**src/rtl/rxring_pkg.sv**
```systemverilog
package rxring_pkg;

  typedef enum logic [2:0] {
    HDR_STAT, HDR_NEXT, HDR_CNT, HDR_CLR, HDR_EVT
  } hdrSel_e;

  typedef enum logic [2:0] {
    ST_IDLE, ST_RECV, ST_DROP, ST_STAT, ST_NEXT, ST_CNT, ST_CLR, ST_EVT
  } wrState_e;

  // Strobes from the sequencer to the datapath, valid for one cycle.
  typedef struct packed {
    logic    startFrame;
    logic    takeByte;
    logic    storeLow;
    logic    writeWord;
    logic    overflow;
    logic    hdrWrite;
    hdrSel_e hdrSel;
  } strobes_t;

  localparam logic [15:0] EVENT_DONE = 16'h0008;
  localparam logic [15:0] STAT_GOOD  = 16'h2000;
  localparam logic [15:0] STAT_BAD   = 16'h0001;

endpackage

```
**src/rtl/rxring_ctrl.sv**
```systemverilog
module rxring_ctrl
  import rxring_pkg::*;
(
  input  logic     clk,
  input  logic     rstN,
  input  logic     inValid,
  input  logic     inLast,
  input  logic     inErr,
  input  logic     discardBad,
  input  logic     hdrHit,
  input  logic     hitStopNew,
  input  logic     hitStopCur,
  input  logic     hasLow,
  input  logic     clrBlocked,
  output strobes_t strobe
);

  wrState_e state, nextState;
  logic     wordReady, hitStop;

  always_comb begin
    strobe    = '0;
    nextState = state;
    wordReady = 1'b0;
    hitStop   = 1'b0;
    case (state)
      ST_IDLE, ST_RECV: begin
        if (inValid) begin
          if (state == ST_IDLE && hdrHit) begin
            strobe.overflow = 1'b1;
            nextState = inLast ? ST_IDLE : ST_DROP;
          end else begin
            strobe.startFrame = (state == ST_IDLE);
            wordReady = inLast || (state == ST_RECV && hasLow);
            hitStop   = (state == ST_IDLE) ? hitStopNew : hitStopCur;
            if (wordReady && hitStop) begin
              strobe.overflow = 1'b1;
              nextState = inLast ? ST_IDLE : ST_DROP;
            end else if (wordReady) begin
              strobe.takeByte  = 1'b1;
              strobe.writeWord = 1'b1;
              if (inLast) nextState = (inErr && discardBad) ? ST_IDLE : ST_STAT;
              else        nextState = ST_RECV;
            end else begin
              strobe.takeByte = 1'b1;
              strobe.storeLow = 1'b1;
              nextState = ST_RECV;
            end
          end
        end
      end
      ST_DROP: if (inValid && inLast) nextState = ST_IDLE;
      ST_STAT: begin
        strobe.hdrWrite = 1'b1; strobe.hdrSel = HDR_STAT; nextState = ST_NEXT;
      end
      ST_NEXT: begin
        strobe.hdrWrite = 1'b1; strobe.hdrSel = HDR_NEXT; nextState = ST_CNT;
      end
      ST_CNT: begin
        strobe.hdrWrite = 1'b1; strobe.hdrSel = HDR_CNT; nextState = ST_CLR;
      end
      ST_CLR: begin
        strobe.hdrWrite = !clrBlocked; strobe.hdrSel = HDR_CLR; nextState = ST_EVT;
      end
      ST_EVT: begin
        strobe.hdrWrite = 1'b1; strobe.hdrSel = HDR_EVT; nextState = ST_IDLE;
      end
      default: nextState = ST_IDLE;
    endcase
  end

  always_ff @(posedge clk) begin
    if (!rstN) state <= ST_IDLE;
    else       state <= nextState;
  end

endmodule

```
**src/rtl/rxring_dp.sv**
```systemverilog
module rxring_dp
  import rxring_pkg::*;
#(
  parameter int ADDR_W     = 15,
  parameter int PAGE_SHIFT = 8,
  parameter int CNT_W      = 14,
  parameter int OVF_W      = 16
) (
  input  logic                         clk,
  input  logic                         rstN,
  input  logic [7:0]                   inData,
  input  logic                         inErr,
  input  logic [ADDR_W-PAGE_SHIFT-1:0] lowerPage,
  input  logic [ADDR_W-PAGE_SHIFT-1:0] upperPage,
  input  logic [ADDR_W-1:0]            stopPtr,
  input  strobes_t                     strobe,
  output logic                         hdrHit,
  output logic                         hitStopNew,
  output logic                         hitStopCur,
  output logic                         hasLow,
  output logic                         clrBlocked,
  output logic                         memWe,
  output logic [ADDR_W-1:0]            memAddr,
  output logic [15:0]                  memData,
  output logic [OVF_W-1:0]             ovfCount
);

  localparam int WORD_W = ADDR_W - 1;
  localparam int OFF_W  = PAGE_SHIFT - 1;

  logic [WORD_W-1:0] loW, topW, stopW;
  logic [WORD_W-1:0] frameStart, dataPtr, effPtr;
  logic [WORD_W-1:0] hdr1, hdr2, hdr3, dataStart;
  logic [7:0]        lowByte;
  logic [CNT_W-1:0]  byteCount;
  logic              errLatch;

  function automatic logic [WORD_W-1:0] stepW(input logic [WORD_W-1:0] p,
                                               input logic [WORD_W-1:0] lo,
                                               input logic [WORD_W-1:0] top);
    return (p == top) ? lo : p + 1'b1;
  endfunction

  assign loW   = {lowerPage, {OFF_W{1'b0}}};
  assign topW  = {upperPage, {OFF_W{1'b1}}};
  assign stopW = stopPtr[ADDR_W-1:1];

  assign hdr1      = stepW(frameStart, loW, topW);
  assign hdr2      = stepW(hdr1, loW, topW);
  assign hdr3      = stepW(hdr2, loW, topW);
  assign dataStart = stepW(hdr3, loW, topW);

  assign hdrHit     = (frameStart == stopW) || (hdr1 == stopW) ||
                      (hdr2 == stopW) || (hdr3 == stopW);
  assign hitStopNew = (dataStart == stopW);
  assign hitStopCur = (dataPtr == stopW);
  assign clrBlocked = (dataPtr == stopW);
  assign effPtr     = strobe.startFrame ? dataStart : dataPtr;

  always_ff @(posedge clk) begin
    if (!rstN) begin
      frameStart <= loW;
      dataPtr    <= loW;
      lowByte    <= '0;
      hasLow     <= 1'b0;
      byteCount  <= '0;
      errLatch   <= 1'b0;
      memWe      <= 1'b0;
      memAddr    <= '0;
      memData    <= '0;
      ovfCount   <= '0;
    end else begin
      memWe <= 1'b0;
      if (strobe.overflow) ovfCount <= ovfCount + 1'b1;
      if (strobe.takeByte) begin
        byteCount <= (strobe.startFrame ? '0 : byteCount) + 1'b1;
        errLatch  <= inErr;
      end
      if (strobe.storeLow) begin
        lowByte <= inData;
        hasLow  <= 1'b1;
        dataPtr <= effPtr;
      end
      if (strobe.writeWord) begin
        memWe   <= 1'b1;
        memAddr <= {effPtr, 1'b0};
        memData <= (!strobe.startFrame && hasLow) ? {inData, lowByte} : {8'h00, inData};
        dataPtr <= stepW(effPtr, loW, topW);
        hasLow  <= 1'b0;
      end
      if (strobe.hdrWrite) begin
        memWe <= 1'b1;
        case (strobe.hdrSel)
          HDR_STAT: begin
            memAddr <= {hdr1, 1'b0};
            memData <= errLatch ? STAT_BAD : STAT_GOOD;
          end
          HDR_NEXT: begin
            memAddr <= {hdr2, 1'b0};
            memData <= 16'({dataPtr, 1'b0});
          end
          HDR_CNT: begin
            memAddr <= {hdr3, 1'b0};
            memData <= 16'(byteCount);
          end
          HDR_CLR: begin
            memAddr <= {dataPtr, 1'b0};
            memData <= 16'h0000;
          end
          default: begin
            memAddr    <= {frameStart, 1'b0};
            memData    <= EVENT_DONE;
            frameStart <= dataPtr;
          end
        endcase
      end
    end
  end

endmodule

```
**src/rtl/rxring_writer.sv**
```systemverilog
module rxring_writer
  import rxring_pkg::*;
#(
  parameter int ADDR_W     = 15,
  parameter int PAGE_SHIFT = 8,
  parameter int CNT_W      = 14,
  parameter int OVF_W      = 16
) (
  input  logic                         clk,
  input  logic                         rstN,
  input  logic                         inValid,
  input  logic [7:0]                   inData,
  input  logic                         inLast,
  input  logic                         inErr,
  input  logic                         discardBad,
  input  logic [ADDR_W-PAGE_SHIFT-1:0] lowerPage,
  input  logic [ADDR_W-PAGE_SHIFT-1:0] upperPage,
  input  logic [ADDR_W-1:0]            stopPtr,
  output logic                         memWe,
  output logic [ADDR_W-1:0]            memAddr,
  output logic [15:0]                  memData,
  output logic [OVF_W-1:0]             ovfCount
);

  strobes_t strobe;
  logic     hdrHit, hitStopNew, hitStopCur, hasLow, clrBlocked;

  rxring_ctrl u_ctrl (
    .clk(clk), .rstN(rstN), .inValid(inValid), .inLast(inLast), .inErr(inErr),
    .discardBad(discardBad), .hdrHit(hdrHit), .hitStopNew(hitStopNew),
    .hitStopCur(hitStopCur), .hasLow(hasLow), .clrBlocked(clrBlocked),
    .strobe(strobe)
  );

  rxring_dp #(
    .ADDR_W(ADDR_W), .PAGE_SHIFT(PAGE_SHIFT), .CNT_W(CNT_W), .OVF_W(OVF_W)
  ) u_dp (
    .clk(clk), .rstN(rstN), .inData(inData), .inErr(inErr),
    .lowerPage(lowerPage), .upperPage(upperPage), .stopPtr(stopPtr),
    .strobe(strobe), .hdrHit(hdrHit), .hitStopNew(hitStopNew),
    .hitStopCur(hitStopCur), .hasLow(hasLow), .clrBlocked(clrBlocked),
    .memWe(memWe), .memAddr(memAddr), .memData(memData), .ovfCount(ovfCount)
  );

endmodule

```
**config.mk**
```make
export PLATFORM = sky130hd
export DESIGN_NAME = rxring_writer
export DESIGN_NICKNAME = d
export VERILOG_FILES = /design/src/rtl/rxring_pkg.sv /design/src/rtl/rxring_ctrl.sv /design/src/rtl/rxring_dp.sv /design/src/rtl/rxring_writer.sv
export SDC_FILE = /design/constraint.sdc
export NUM_CORES = 1
export LEC_CHECK = 0
export BUFFER_PORTS_ARGS = -buffer_cell sky130_fd_sc_hd__buf_2
export CAP_MARGIN = 20
export CORE_MARGIN = 3
export CORE_UTILIZATION = 56
export DETAILED_ROUTE_END_ITERATION = 6
export PLACE_DENSITY = 0.79
export SYNTH_ARGS = -nofsm -noshare
export SYNTH_HDL_FRONTEND = slang
export SYNTH_SLANG_ARGS = --single-unit
```
**constraint.sdc**
```tcl
create_clock -name clk -period 7.2 [get_ports clk]
set_clock_uncertainty 0.15 [all_clocks]
set_input_delay 0.72 -clock clk [delete_from_list [all_inputs] [get_ports clk]]
set_output_delay 0.72 -clock clk [all_outputs]
set_load 0.02 [all_outputs]
```
==> results of run 1 <==
[stage by stage]
stage                     utilization, %  instance area (µm²)
after floorplan                        -                10800
after global placement              62.9                11800
after detailed placement            62.9                11800
after CTS                           64.6                12100
after global routing                65.7                12300
final                               65.7                12300
[worst max-delay path, stage by stage (launching register included)]
cell and delay, ns:
sky130_fd_sc_hd__edfxtp_1 0.50, sky130_fd_sc_hd__xnor2_2 0.26, sky130_fd_sc_hd__and4_1 0.30, sky130_fd_sc_hd__and3_1 0.26
sky130_fd_sc_hd__nor2_1 0.08, sky130_fd_sc_hd__inv_1 0.09, sky130_fd_sc_hd__ha_1 0.15, sky130_fd_sc_hd__inv_1 0.08
sky130_fd_sc_hd__or2_0 0.24, sky130_fd_sc_hd__or3_1 0.40, sky130_fd_sc_hd__nor4bb_2 0.27, sky130_fd_sc_hd__buf_4 0.18
sky130_fd_sc_hd__and4_1 0.27, sky130_fd_sc_hd__or3_1 0.18, sky130_fd_sc_hd__nand2_1 0.12, sky130_fd_sc_hd__a211o_1 0.29
sky130_fd_sc_hd__o211a_1 0.16, sky130_fd_sc_hd__a2111o_1 0.48, sky130_fd_sc_hd__buf_4 0.21, sky130_fd_sc_hd__o211ai_1 0.28
sky130_fd_sc_hd__a21boi_0 0.17, sky130_fd_sc_hd__o211ai_2 0.28, sky130_fd_sc_hd__nor3_1 0.08, sky130_fd_sc_hd__buf_4 0.18
sky130_fd_sc_hd__or2_4 0.29, sky130_fd_sc_hd__or4_1 0.51, sky130_fd_sc_hd__o221a_1 0.25
[power by group through the flow]
stage               clock (µW)  sequential (µW)  combinational, µW
floorplan                    0              663                351
CTS                        528              661                516
detailed placement           0              674                513
global placement             0              673                504
finish                     524              664                544
global route               549              665                580
[kinds of logic after synthesis]
group / after synthesis / share of synthesized area (%)
AO/OA/AOI/OAI: 423 / 27.1
XOR/XNOR: 135 / 11.7
adder cells (fa/ha/maj): 7 / 0.813
buffers and inverters: 174 / 7.42
flip-flops: 102 / 20.3
multiplexers: 43 / 4.31
other: 1 / 0.0348
AND/OR/NAND/NOR: 578 / 28.4
[sequential cells by signal, indices dropped and copies added, names as in the netlist]
register,cells
u_dp.ovfCount,16
u_dp.memWe,1
u_dp.byteCount,14
u_dp.hasLow,1
u_dp.errLatch,1
u_ctrl.state,3
u_dp.frameStart,14
u_dp.memAddr,14
u_dp.memData,16
u_dp.lowByte,8
u_dp.dataPtr,14
[per-layer routing]
metal  up-vias  wire, µm  part of all wire (%)
met5         -         0                     0
met4         0      2500                   6.0
met3       169      4700                    11
met2       836     18300                    44
met1      5770     16100                    39
li1       5603         -                     -
[synthesized netlist by cell type, types with 23 or more instances]
cell type | instances | area share, %
sky130_fd_sc_hd__mux2i_1 | 34 | 3.2
sky130_fd_sc_hd__o21ai_0 | 74 | 3.4
sky130_fd_sc_hd__nor2_1 | 120 | 4.2
sky130_fd_sc_hd__nor3_1 | 39 | 1.8
sky130_fd_sc_hd__and2_1 | 23 | 1.3
sky130_fd_sc_hd__a21oi_1 | 88 | 4.1
sky130_fd_sc_hd__buf_2 | 31 | 1.4
sky130_fd_sc_hd__nand3_1 | 63 | 2.9
sky130_fd_sc_hd__xnor2_1 | 83 | 6.8
sky130_fd_sc_hd__dfxtp_1 | 88 | 16
sky130_fd_sc_hd__clkbuf_1 | 69 | 2.4
sky130_fd_sc_hd__and3_1 | 35 | 2.0
sky130_fd_sc_hd__nand2_1 | 142 | 5.0
sky130_fd_sc_hd__o211ai_1 | 37 | 2.6
sky130_fd_sc_hd__inv_1 | 38 | 1.3
sky130_fd_sc_hd__xor2_1 | 44 | 3.6
[placed cells by master, fill, tap and decap left out, types with 23 or more instances in the layout]
cell	n
sky130_fd_sc_hd__a21oi_1	88
sky130_fd_sc_hd__and2_1	23
sky130_fd_sc_hd__and3_1	34
sky130_fd_sc_hd__buf_2	88
sky130_fd_sc_hd__buf_4	133
sky130_fd_sc_hd__dfxtp_1	88
sky130_fd_sc_hd__inv_1	37
sky130_fd_sc_hd__mux2i_1	34
sky130_fd_sc_hd__nand2_1	142
sky130_fd_sc_hd__nand3_1	62
sky130_fd_sc_hd__nor2_1	117
sky130_fd_sc_hd__nor3_1	38
sky130_fd_sc_hd__o211ai_1	37
sky130_fd_sc_hd__o21ai_0	69
sky130_fd_sc_hd__xnor2_1	81
sky130_fd_sc_hd__xor2_1	43
[final timing paths]
kind | from | to | slack [ns] | depth (start not counted)
setup / recovery | u_dp.frameStart[13]$_DFFE_PP_ | u_dp.dataPtr[12]$_DFFE_PP_ | 0.25 | 26
hold / removal | u_dp.memData[15]$_SDFFE_PN0P_ | u_dp.memData[15]$_SDFFE_PN0P_ | 0.30 | 2
setup reg to reg | u_dp.frameStart[13]$_DFFE_PP_ | u_dp.dataPtr[12]$_DFFE_PP_ | 0.25 | 26
hold reg to reg | u_dp.memData[15]$_SDFFE_PN0P_ | u_dp.memData[15]$_SDFFE_PN0P_ | 0.30 | 2
[timing repair]
item                       in CTS  in global routing
setup endpoints to repair       0                 72
setup buffers                   0                 11
hold buffers                    0                  0
gates resized for setup         0                 31
[final cells by class]
| class | count | area, µm² |
|---|---|---|
| Clock buffer | 10 | 250 |
| Tap cell | 234 | 293 |
| Timing Repair Buffer | 224 | 1480 |
| Clock inverter | 6 | 67.6 |
| Multi-Input combinational cell | 1187 | 7910 |
| Sequential cell | 102 | 2180 |
| Inverter | 38 | 143 |
| Fill cell | 1671 | 6440 |
==> results.toml, run 1 <==
[floorplanning]
ios = 91
number_of_placement_rows = 50
core_um2 = 18800
start_util_pct = 57.4
die_w_um = 145
die_height_um = 145
design.die.area_um2 = 20900

[clocking]
tritoncts = "built"
clkTransAtPathRegs_ns = 0.09
numCtsBuffers = 9
cts.sink_count = 102
insertion_delay_ns = 0.37
cts.htree.levels = 3
cts-root-to-sink-buffers = 2
cts_root_buffer = "sky130_fd_sc_hd__clkbuf_16"

[final_layout]
area_overhead_of_the_layout_relative_to_synthesis_pct = 14.5
final_cells = 1801
nNetsFinal = 1612
num_antenna_cells = 0
layout-drive-gt1-share_pct = 20.4

[sta]
final.setup.tns_ns = 0
finalCriticalPeriod_ns = 6.95
final_number_of_hold_violating_endpoints = 0
finalSetupViolations = 0
final_critical_path_setup_slack_ns = 0.248
max_slew.worst_pin.slew_ns = 0.856
slew_violations = 0
achievable-frequency_ghz = 0.144
relSlewSlack_pct = 42.8
timing.hold.ws_ns = 0.302
final_min_period_over_clock_period_pct = 96.6

[power]
comb_power_share_pct = 31.4
ir_worst_vdd_uv = 160
power.share.switching_pct = 37.3
part_of_the_power_in_registers_pct = 38.3
power_density_nw_per_um2 = 141
total_switching_power_uw = 646
overall_power_uw = 1730
static-leakage-power_uw = 0.00474
internal_power_uw = 1090
clock_power_share_pct = 30.3

[global_routing]
grt_overflow = 0
grt_pass1_wl_um = 63000
global_router_s_overall_resource_usage_pct = 38.7
grt_max_degree = 59
grt_use_met1_pct = 50.4
number_of_antenna_violations_at_the_first_check_in_global_routing = 0
grt_use_met3_pct = 8.08
grt.busiest_layer = "met2"
grtUsageMet2_pct = 60.0
first_global_vias = 11232

[logic_synthesis]
synth-edff-count = 14
synth_warn = 0
synth_sequential_area_ratio_pct = 20.3
async_reset_ff_share_pct = 0
summed_instance_area_of_the_synthesized_netlist_um2 = 10800
syn_area_per_cell_um2 = 7.36
synth_fp_nets = 1513
ys_seq_elements = 102
synthCells = 1463
ys.flop_type = "sky130_fd_sc_hd__dfxtp_1"
netlist_cell_types = 108

[critical_path]
worst-path-max-fanout = 9
critPathArrivalTime_ns = 6.92
critical_path.endpoint_type = "register"
required_time_of_the_critical_path_ns = 7.17
worstSetupPathType = "reg -> reg"
setup.worst_path.start_class = "register"

[routing]
avgRoutedWirePerCell_um = 23.1
viasPerCell = 6.87
wirelength_um = 41700
via_count = 12378
drt.antenna.violating_nets = 0
first_pass_iters = 7
route.detailed.drc = 0
drt-initial-drc-count = 1565

[place]
place.gp.congestion = 1.08
post-place-ws_ns = -0.0150
port-buffer-count = 88
dp.cells = 1774
dp.final_hpwl_um = 31700

[outcome]
run_status = "finished, final reports clean"

[min_path]
hold_path.class = "reg -> reg"

[job]
max-cap-violations = 0
No activity file was read; power rests on OpenSTA's default activity.
==> inputs of run 2 (changes only) <==
==> constraint.sdc (replaced) <==
create_clock -name clk -period 7.2 [get_ports clk]
set_clock_uncertainty 0.15 [all_clocks]
set_input_delay 0 -clock clk [delete_from_list [all_inputs] [get_ports clk]]
set_output_delay 0 -clock clk [all_outputs]
set_load 0.02 [all_outputs]
==> results.toml, run 2 (synthesized netlist as in run 1, its figures left out) <==
[outcome]
run_status = "finished, final reports clean"

[sta]
final_critical_path_setup_slack_ns = 0.292
finalCriticalPeriod_ns = 6.91
final_number_of_hold_violating_endpoints = 0
max_slew.worst_pin.slew_ns = 0.854
rsz0062_at_grt = "yes"
achievable-frequency_ghz = 0.145
slew_violations = 0
final_min_period_over_clock_period_pct = 95.9
finalSetupViolations = 0
relSlewSlack_pct = 42.9

[min_path]
number_of_stages_on_the_worst_hold_path = 5
hold_path.class = "in -> reg"
hold_path.startpoint = "discardBad"
hold_end = "u_ctrl.state[1]$_SDFFE_PN0P_"

[routing]
drt.antenna.violating_nets = 0
highest-signal-layer = "met4"
met3_wirelength_um = 4640
viasPerCell = 6.91
first_pass_iters = 6
drt-initial-drc-count = 1491
wirelength_um = 42500
avgRoutedWirePerCell_um = 24.0
via_count = 12272
route.met2.wl_um = 18700
wl_met1_um = 16500
route.detailed.drc = 0

[final_layout]
num_antenna_cells = 0
nFillCells = 1659
layout-drive-gt1-share_pct = 19.1
area_overhead_of_the_layout_relative_to_synthesis_pct = 13.2
reg_top3 = "u_dp.memData: 16 flops, u_dp.ovfCount: 16 flops"
nNetsFinal = 1586
final_common_cell = "sky130_fd_sc_hd__nand2_1"
layout.cells.most_common_list = "sky130_fd_sc_hd__nand2_1 (141), sky130_fd_sc_hd__nor2_1 (116), sky130_fd_sc_hd__buf_4 (96)"
final_cells = 1775
postLayoutCellArea_um2 = 12200
layout.core_utilization_pct = 64.9

[global_routing]
grt_max_degree = 59
global_router_s_overall_resource_usage_pct = 39.7
grt_pass1_wl_um = 64100
grt_overflow = 0
first_global_vias = 11175
number_of_antenna_violations_at_the_first_check_in_global_routing = 0

[place]
place.gp.congestion = 0.994
port-buffer-count = 88
dp.final_hpwl_um = 31900
dp.cells = 1739
detailed_place.area_um2 = 11500
post-place-ws_ns = 0.0740

[job]
max-cap-violations = 0

[clocking]
cts.htree.levels = 3
tritoncts = "built"
insertion_delay_ns = 0.36
cts.sink_count = 102
numCtsBuffers = 9
cts-root-to-sink-buffers = 2
clkTransAtPathRegs_ns = 0.08
cts_root_buffer = "sky130_fd_sc_hd__clkbuf_16"

[critical_path]
setup.worst_path.start_class = "register"
worst-path-max-fanout = 31
timing.critical_path.mode_cell = "sky130_fd_sc_hd__buf_4"
critical_path.top_delay_family = "simple AND/OR/NAND/NOR gates"
worstSetupPathType = "reg -> reg"
setup.worst_path.start = "u_dp.frameStart[1]$_SDFFE_PN0P_"
cpMaxStageDelayCell = "sky130_fd_sc_hd__or3b_4"
rr_endpoint = "u_dp.dataPtr[13]$_DFFE_PP_"
required_time_of_the_critical_path_ns = 7.14
critPathArrivalTime_ns = 6.85
setup.reg_to_reg.worst_slack_ns = 0.29
critical_path.endpoint_type = "register"
max_stage_delay_ns = 0.49
timing.reg2reg.worst_path_depth = 26
critical_path_buf_inv_count = 6
worstReg2RegStart = "u_dp.frameStart[1]$_SDFFE_PN0P_"

[floorplanning]
die_height_um = 145
core_um2 = 18800
start_util_pct = 57.4
die_w_um = 145
ios = 91
number_of_placement_rows = 50
design.die.area_um2 = 20900

[power]
comb_power_share_pct = 31.4
power_density_nw_per_um2 = 140
static-leakage-power_uw = 0.00460
total_switching_power_uw = 650
overall_power_uw = 1700
ir_worst_vdd_uv = 146
internal_power_uw = 1050
clock_power_share_pct = 29.5
part_of_the_power_in_registers_pct = 39.1
power.share.switching_pct = 38.1
## run 2: power groups by stage
stage               Sequential, µW  Clock, µW  Combinational [µW]
floorplan                      663          0                 351
global placement               674          0                 495
detailed placement             674          0                 501
CTS                            661        509                 509
global route                   667        528                 572
finish                         666        503                 536
## run 2: worst max-delay path by stage
stage | to | slack, ns | depth (start not counted)
after CTS | u_dp.dataPtr[13]$_DFFE_PP_ | 0.05 | 26
after detailed placement | u_dp.dataPtr[13]$_DFFE_PP_ | 0.07 | 26
final | u_dp.dataPtr[13]$_DFFE_PP_ | 0.29 | 26
after floorplan | u_dp.byteCount[12]$_SDFFE_PN0P_ | 0.02 | 34
after global placement | u_dp.dataPtr[13]$_DFFE_PP_ | 0.28 | 23
after global routing | u_dp.dataPtr[9]$_DFFE_PP_ | -0.003 | 31
## run 2: what timing repair did
| action | in CTS | in global routing |
|---|---|---|
| hold buffers | 12 | 0 |
| gates resized for setup | 0 | 43 |
| buffers inserted | 0 | 8 |
| hold endpoints to repair | 22 | 0 |
| setup endpoints to repair | 0 | 86 |
## run 2: cell type report
class                           count  area (µm²)  area share, %
Inverter                           38         143           1.17
Tap cell                          234         293           2.40
Clock inverter                      7        63.8          0.524
Sequential cell                   102        2180           17.9
Clock buffer                        9         225           1.85
Multi-Input combinational cell   1187        7970           65.4
Timing Repair Buffer              198        1310           10.8
## run 2: worst min-delay path: cells and delay by family
| kind | cells | cell delay [ns] |
|---|---|---|
| AND/OR/NAND/NOR | 3 | 0.36 |
| AO/OA/AOI/OAI | 1 | 0.06 |
| buffers and inverters | 1 | 0.07 |
## run 2: stage by stage
step / TNS (ns) / hold slack (ns)
after floorplan: 0 / -0.00606
after global placement: 0 / 0.0995
after detailed placement: 0 / 0.127
after CTS: 0 / 0.0178
after global routing: -0.00258 / 0.0491
final: 0 / 0.0285
## run 2: metal layers
layer	up-vias	global-route usage, %
li1	5553	-
met1	5715	52.4
met2	822	61.3
met3	182	7.43
met4	0	21.6
met5	-	0
